[config.mk]
export PLATFORM = sky130hd
export DESIGN_NAME = wsb_write_slave
export DESIGN_NICKNAME = d
export VERILOG_FILES = /design/src/rtl/wsb_pkg.sv /design/src/rtl/wsb_strobe_qual.sv /design/src/rtl/wsb_wait_timer.sv /design/src/rtl/wsb_reg_array.sv /design/src/rtl/wsb_write_slave.sv
export SDC_FILE = /design/constraint.sdc
export NUM_CORES = 1
export LEC_CHECK = 0
export ABC_CLOCK_PERIOD_IN_PS = 2300
export BUFFER_PORTS_ARGS = -buffer_cell sky130_fd_sc_hd__clkbuf_2
export CORE_MARGIN = 1
export CORE_UTILIZATION = 30
export DETAILED_ROUTE_END_ITERATION = 10
export HOLD_SLACK_MARGIN = 0.02
export PLACE_DENSITY_LB_ADDON = 0.08
export SYNTH_ARGS = -nofsm -noshare
export SYNTH_HDL_FRONTEND = slang
export SYNTH_SLANG_ARGS = --single-unit
[constraint.sdc]
create_clock -name clk -period 2.3 [get_ports clk]
set_clock_uncertainty 0.05 [all_clocks]
set_input_delay 0.23 -clock clk [delete_from_list [all_inputs] [get_ports clk]]
set_output_delay 0.23 -clock clk [all_outputs]
set_load 0.005 [all_outputs]
[src/rtl/wsb_pkg.sv]
package wsb_pkg;
   typedef enum logic [1:0] {
      ST_IDLE = 2'd0,
      ST_WAIT = 2'd1,
      ST_DONE = 2'd2
   } wsb_state_e;
endpackage

[src/rtl/wsb_strobe_qual.sv]
// Qualifies the active-low strobes and keeps the re-arm flag that blocks
// a held strobe from starting a second cycle.
module wsb_strobe_qual (
   input  logic clk,
   input  logic rst,
   input  logic cs_n,
   input  logic rw_n,
   input  logic we_n,
   output logic accept,
   output logic strb_off
);
   logic armed_q;

   assign strb_off = cs_n | we_n;
   assign accept   = armed_q & ~cs_n & ~rw_n & ~we_n;

   always_ff @(posedge clk) begin
      if (rst)           armed_q <= 1'b0;
      else if (strb_off) armed_q <= 1'b1;
      else if (accept)   armed_q <= 1'b0;
   end
endmodule

[src/rtl/wsb_wait_timer.sv]
// Down-counter for the wait-state window.
module wsb_wait_timer #(
   parameter int WAIT_CYCLES = 2
) (
   input  logic clk,
   input  logic rst,
   input  logic load,
   input  logic step,
   output logic expired
);
   localparam int CNT_W = (WAIT_CYCLES > 1) ? $clog2(WAIT_CYCLES) : 1;
   localparam logic [CNT_W-1:0] LOAD_V = CNT_W'(WAIT_CYCLES - 1);

   logic [CNT_W-1:0] cnt_q;

   assign expired = (cnt_q == '0);

   always_ff @(posedge clk) begin
      if (rst)                  cnt_q <= '0;
      else if (load)            cnt_q <= LOAD_V;
      else if (step && !expired) cnt_q <= cnt_q - 1'b1;
   end
endmodule

[src/rtl/wsb_reg_array.sv]
// Stand-in target registers, one full-width address comparator per entry.
module wsb_reg_array #(
   parameter int ADDR_W    = 15,
   parameter int DATA_W    = 8,
   parameter int REG_DEPTH = 16,
   localparam int IDX_W    = (REG_DEPTH > 1) ? $clog2(REG_DEPTH) : 1
) (
   input  logic              clk,
   input  logic              rst,
   input  logic              wr_en,
   input  logic [ADDR_W-1:0] wr_addr,
   input  logic [DATA_W-1:0] wr_data,
   input  logic [IDX_W-1:0]  rd_idx,
   output logic [DATA_W-1:0] rd_data
);
   logic [DATA_W-1:0] mem [REG_DEPTH];

   for (genvar i = 0; i < REG_DEPTH; i++) begin : g_entry
      always_ff @(posedge clk) begin
         if (rst)
            mem[i] <= '0;
         else if (wr_en && (wr_addr == ADDR_W'(i)))
            mem[i] <= wr_data;
      end
   end

   assign rd_data = mem[rd_idx];
endmodule

[src/rtl/wsb_write_slave.sv]
module wsb_write_slave #(
   parameter int ADDR_W      = 15,
   parameter int DATA_W      = 8,
   parameter int WAIT_CYCLES = 2,
   parameter int REG_DEPTH   = 16,
   localparam int IDX_W      = (REG_DEPTH > 1) ? $clog2(REG_DEPTH) : 1
) (
   input  logic              clk,
   input  logic              rst,
   input  logic              cs_n,
   input  logic              rw_n,
   input  logic              we_n,
   input  logic [ADDR_W-1:0] addr,
   input  logic [DATA_W-1:0] din,
   output logic              rdy,
   input  logic [IDX_W-1:0]  peek_idx,
   output logic [DATA_W-1:0] peek_data
);
   import wsb_pkg::*;

   if (WAIT_CYCLES < 1) begin : g_bad_wait
      $error("WAIT_CYCLES must be at least 1");
   end
   if (REG_DEPTH < 2 || REG_DEPTH > (1 << ADDR_W)) begin : g_bad_depth
      $error("REG_DEPTH must lie between 2 and the address space size");
   end
   if (DATA_W < 1) begin : g_bad_data
      $error("DATA_W must be positive");
   end

   wsb_state_e        state_q;
   logic [ADDR_W-1:0] addr_q;
   logic [DATA_W-1:0] data_q;
   logic              accept;
   logic              strb_off;
   logic              expired;
   logic              start;
   logic              commit;

   wsb_strobe_qual u_qual (
      .clk      (clk),
      .rst      (rst),
      .cs_n     (cs_n),
      .rw_n     (rw_n),
      .we_n     (we_n),
      .accept   (accept),
      .strb_off (strb_off)
   );

   wsb_wait_timer #(.WAIT_CYCLES(WAIT_CYCLES)) u_timer (
      .clk     (clk),
      .rst     (rst),
      .load    (start),
      .step    (state_q == ST_WAIT),
      .expired (expired)
   );

   assign start  = accept && (state_q == ST_IDLE);
   assign commit = (state_q == ST_WAIT) && !strb_off && expired;

   always_ff @(posedge clk) begin
      if (rst) begin
         state_q <= ST_IDLE;
         addr_q  <= '0;
         data_q  <= '0;
      end else begin
         unique case (state_q)
            ST_IDLE: if (start) begin
               state_q <= ST_WAIT;
               addr_q  <= addr;
               data_q  <= din;
            end
            ST_WAIT: begin
               if (strb_off)    state_q <= ST_IDLE;
               else if (commit) state_q <= ST_DONE;
            end
            ST_DONE: if (strb_off) state_q <= ST_IDLE;
            default: state_q <= ST_IDLE;
         endcase
      end
   end

   assign rdy = (state_q == ST_DONE);

   wsb_reg_array #(
      .ADDR_W    (ADDR_W),
      .DATA_W    (DATA_W),
      .REG_DEPTH (REG_DEPTH)
   ) u_array (
      .clk     (clk),
      .rst     (rst),
      .wr_en   (commit),
      .wr_addr (addr_q),
      .wr_data (data_q),
      .rd_idx  (peek_idx),
      .rd_data (peek_data)
   );
endmodule

==> results by stage <==
Power:
- Of the total power, registers draw 0.475.
- The total power is ~6.6 mW.
- The leakage dissipation is 2.75 nW.
- The cell-internal power is roughly 5.1 mW.
- The fraction of power spent switching nets is 0.226.
- For this design the ratio of total power to cell area is 751 mW/mm2.
- In this run the power spent charging and discharging nets is approximately 1.5 mW.
- Across the VDD grid, the largest voltage drop is between 0.3 and 0.4 mV.
- The combinational group share of total power is 0.074.
- Of the total power, the clock network draws 0.451.

CTS:
- The clock tree synthesis step divided the H-tree into 4 levels.
- The number of setup buffers added after CTS is 0.
- Counting every sink on the clock net gives about 160.
- Counting along the longest clock path gives a buffer depth of 2.
- The number of buffers added by the clock tree synthesis step is 17.
- TritonCTS built the clock tree.
- Gates resized during post-CTS repair numbered 0.
- After clock tree synthesis, the clock-pin slew on the worst setup and hold paths is 0.07 ns.
- The buffer cell driving the clock tree root is sky130_fd_sc_hd__clkbuf_16.
- Clock latency on the worst-skew pair, taken at its later pin, is approximately 0.43 ns.

GRT:
- The via count of the first global-routing pass came to slightly above 5000.
- The number of antenna violations at the first check in global routing is 0.
- Across every metal layer, demand over resource in global routing totals 0.184.
- The first global-routing pass estimated between 30 and 40 mm of wire.
- The total overflow left after global routing is 0.
- The pin count of the biggest net entering global routing is around 90.

Routing:
- After detailed routing, the total wire length is 21.6 mm.
- Dividing the detail-routed via count by the number of cells gives roughly 5.4.
- The number of DRC violations after detailed-routing iteration 0 is between 400 and 500.
- The detail route stage leaves a number of antenna-violating nets equal to 0.
- The average detailed-routed wire length per instance is around 23 um.
- The routed layout has between 5000 and 6000 vias.
- In the routed design, unresolved DRC markers number 0.
- The first-pass iteration count of the detailed router is 5.

Critical path:
- In this design, the largest share of critical-path delay is due to multiplexers.
- The category of the critical setup timing path is reg2out.
- On the critical path, the stage with the largest delay is an instance of sky130_fd_sc_hd__mux4_2.
- Data on the critical path is required at its endpoint by slightly above 2 ns.
- The reg2reg setup slack is about 0.19 ns.
- The origin of the critical flop-to-flop path is state_q[1].
- The signal on the critical path passes through mux4_2, a22oi_1, nand2_1, clkbuf_2.
- The maximum fanout count along the critical path is 1.
- Data on the critical path arrives at its endpoint at ~1.8 ns.
- In this design, the stage delay of the slowest critical-path cell is ~0.52 ns.
- The worst setup path is captured at an output port.
- STA classifies the critical path startpoint as a flop.
- The number of cells traversed by the worst register-to-register path is 4.
- The worst path buffer plus inverter count is 1.
- The destination of the worst register-to-register timing path is u_array.mem[15][3].

STA:
- The worst slew margin relative to its limit is 0.452.
- For the pin with the worst max-slew slack, the measured transition is ~0.8 ns.
- The final-report max-slew violation count is 0.
- Setup repair after global routing could not meet its margin everywhere.
- The hold violation count in the final report came to 0.
- Based on the critical path, the design can be clocked at up to ~470 MHz.
- The minimum period implied by the final worst setup slack is 2.12 ns.
- Setup violations remaining at the end of the flow were counted as 0.
- The share of the cycle needed by the critical path after routing is 0.923.
- The total negative slack for setup checks is 0 ns.

Layout:
- The number of fill cells in the layout is about 2300.
- The fraction of final layout cells sized beyond drive strength 1 is 0.300.
- The post-route non-filler standard cell count is around 940.
- The final cell area excluding filler cells is about 0.0088 mm2.
- The area growth from synthesis to layout is 20.2%.
- Summing all multi-input logic gate instances after layout gives approximately 0.0026 mm2.
- Leaving out fill and tap cells, the most frequent cell in the layout is sky130_fd_sc_hd__edfxtp_1.
- After the last flow step, the layout net total stands at roughly 640.
- In the layout the commonest cells are sky130_fd_sc_hd__edfxtp_1 (128), sky130_fd_sc_hd__nor4_1 (61), sky130_fd_sc_hd__nor3_1 (49), sky130_fd_sc_hd__buf_4 (41), sky130_fd_sc_hd__clkbuf_2 (40).
- The repair_antennas step left the layout with diodes totalling 0.
- The sequential standard cell area is around 0.0044 mm2.

Yosys:
- The dominant synthesized flop cell is sky130_fd_sc_hd__edfxtp_1.
- The number of flops mapped to enable cells by yosys is about 130.
- The share of the Yosys chip area taken by registers is 0.597.
- Synthesis produced a netlist whose cell count is roughly 560.
- Averaged over all synthesized cells, the footprint is 13.1 um2.
- For this run, the number of Yosys warnings is 0.
- In the synthesized netlist the async set-or-reset flop fraction comes to 0.
- In this run the cell area of the synthesized design comes to around 0.0073 mm2.
- The number of nets handed over by synthesis was between 500 and 600.
- The synthesized flop and latch total is 155.
- The count of distinct cell types in the synthesized netlist is 30.

Floorplanning:
- The number of standard-cell rows in the floorplan is 56.
- The die height is roughly 160 um.
- The chip width is around 160 um.
- The total core area is ~0.024 mm2.
- The initial core utilization is 0.309.
- The total die area is 0.0251 mm2.
- For this design the top-level I/O count stands at 41.

Place:
- The standard cell area after detailed placement is approximately 0.008 mm2.
- Port buffering added 40 buffers.
- The final weighted congestion of routability-driven global placement is roughly 0.77.
- Summed over all nets, the half-perimeter wirelength after detailed placement is approximately 15 mm.
- The cell count after placement is 891.

Outcome:
- The run finished with clean final reports.

Hold path:
- The endpoint with the worst hold slack is addr_q[9].
- The worst hold path begins at addr[9].
- Counting instances, the worst hold path has a depth of 3.
- The min-delay analysis places its worst path in the category in2reg.

Run:
- The tool flagged a number of max-cap violations equal to 0.
-- power groups by stage --
stage	Sequential [mW]	Combinational (mW)	Clock (mW)
global placement	3.21	0.476	0
global route	3.16	0.531	3.13
CTS	3.15	0.497	3.03
detailed placement	3.21	0.480	0
floorplan	3.19	0.279	0
finish	3.15	0.492	2.99
-- stage by stage --
| step | setup WS (ns) | hold WS [ns] | util |
|---|---|---|---|
| finish | 0.176 | 0.0338 | 0.372 |
| global route | -0.00292 | 0.0219 | 0.372 |
| CTS | 0.117 | 0.0213 | 0.372 |
| detailed placement | 0.188 | 0.427 | 0.340 |
| global placement | 0.239 | 0.419 | 0.340 |
| floorplan | -0.0222 | 0.258 | - |
-- Yosys cell counts, types with 16 or more instances --
library cell / n / area, um2
sky130_fd_sc_hd__edfxtp_1: 128 / 3840
sky130_fd_sc_hd__nor4_1: 61 / 382
sky130_fd_sc_hd__clkbuf_1: 55 / 206
sky130_fd_sc_hd__nor3_1: 49 / 245
sky130_fd_sc_hd__o31ai_1: 34 / 255
sky130_fd_sc_hd__mux4_2: 32 / 721
sky130_fd_sc_hd__dfxtp_1: 27 / 541
sky130_fd_sc_hd__a21oi_1: 26 / 130
sky130_fd_sc_hd__nand4_1: 26 / 163
sky130_fd_sc_hd__nor4_2: 23 / 288
sky130_fd_sc_hd__nand2_1: 19 / 71.3
sky130_fd_sc_hd__a22oi_1: 16 / 120
-- metal layers --
metal / vias to the layer above / routed length [um] / part of all wire / track usage
li1: 2359 / - / - / -
met1: 2548 / 9960 / 0.46 / 0.253
met2: 148 / 10200 / 0.47 / 0.290
met3: 26 / 979 / 0.045 / 0.0346
met4: 0 / 414 / 0.019 / 0.0636
met5: - / 0 / 0 / 0
-- tightest hold or removal path, delay by kind of cell --
kind / cells / cell delay [ns]
simple gates: 1 / 0.09
buf+inv: 1 / 0.08
compound gates: 1 / 0.06
-- final cells by class --
cell class | instances | share of cell area
clock inverters | 14 | 0.0221
well taps | 319 | 0.0452
clock buffers | 18 | 0.0486
flip-flops and latches | 155 | 0.496
repair buffers | 99 | 0.0836
inverters | 12 | 0.00510
multi-input cells | 319 | 0.299
-- sequential cells by signal (all words and copies together), names as in the netlist --
register and cells:
u_qual.armed_q 1, data_q 8, state_q 2, addr_q 15, u_timer.cnt_q 1, u_array.mem 128
-- worst max path at each step --
stage                         end              start  cells past startpoint  slack (ns)
2_1_floorplan   u_array.mem[7][0]         state_q[0]                      4       -0.02
3_3_place_gp   u_array.mem[14][1]          addr_q[4]                      4        0.24
6_report             peek_data[3]  u_array.mem[4][3]                      4        0.18
3_5_place_dp    u_array.mem[3][4]         state_q[1]                      4        0.19
4_1_cts              peek_data[3]  u_array.mem[7][3]                      4        0.12
5_1_grt        u_array.mem[15][1]          addr_q[4]                      4      -0.003
-- cell families (layout without fill, tap and decap cells) --
group	after synthesis	count (layout)	synth area share
mux	32	32	0.0981
simple gates	205	205	0.184
flops	155	155	0.597
compound gates	82	82	0.0732
buf+inv	87	143	0.0480
-- timing repair --
item	4_1_cts	5_1_grt
hold buffers	13	0
setup endpoints to repair	0	3
hold endpoints to repair	13	0
Note: power is estimated with default switching activity, not from simulation.
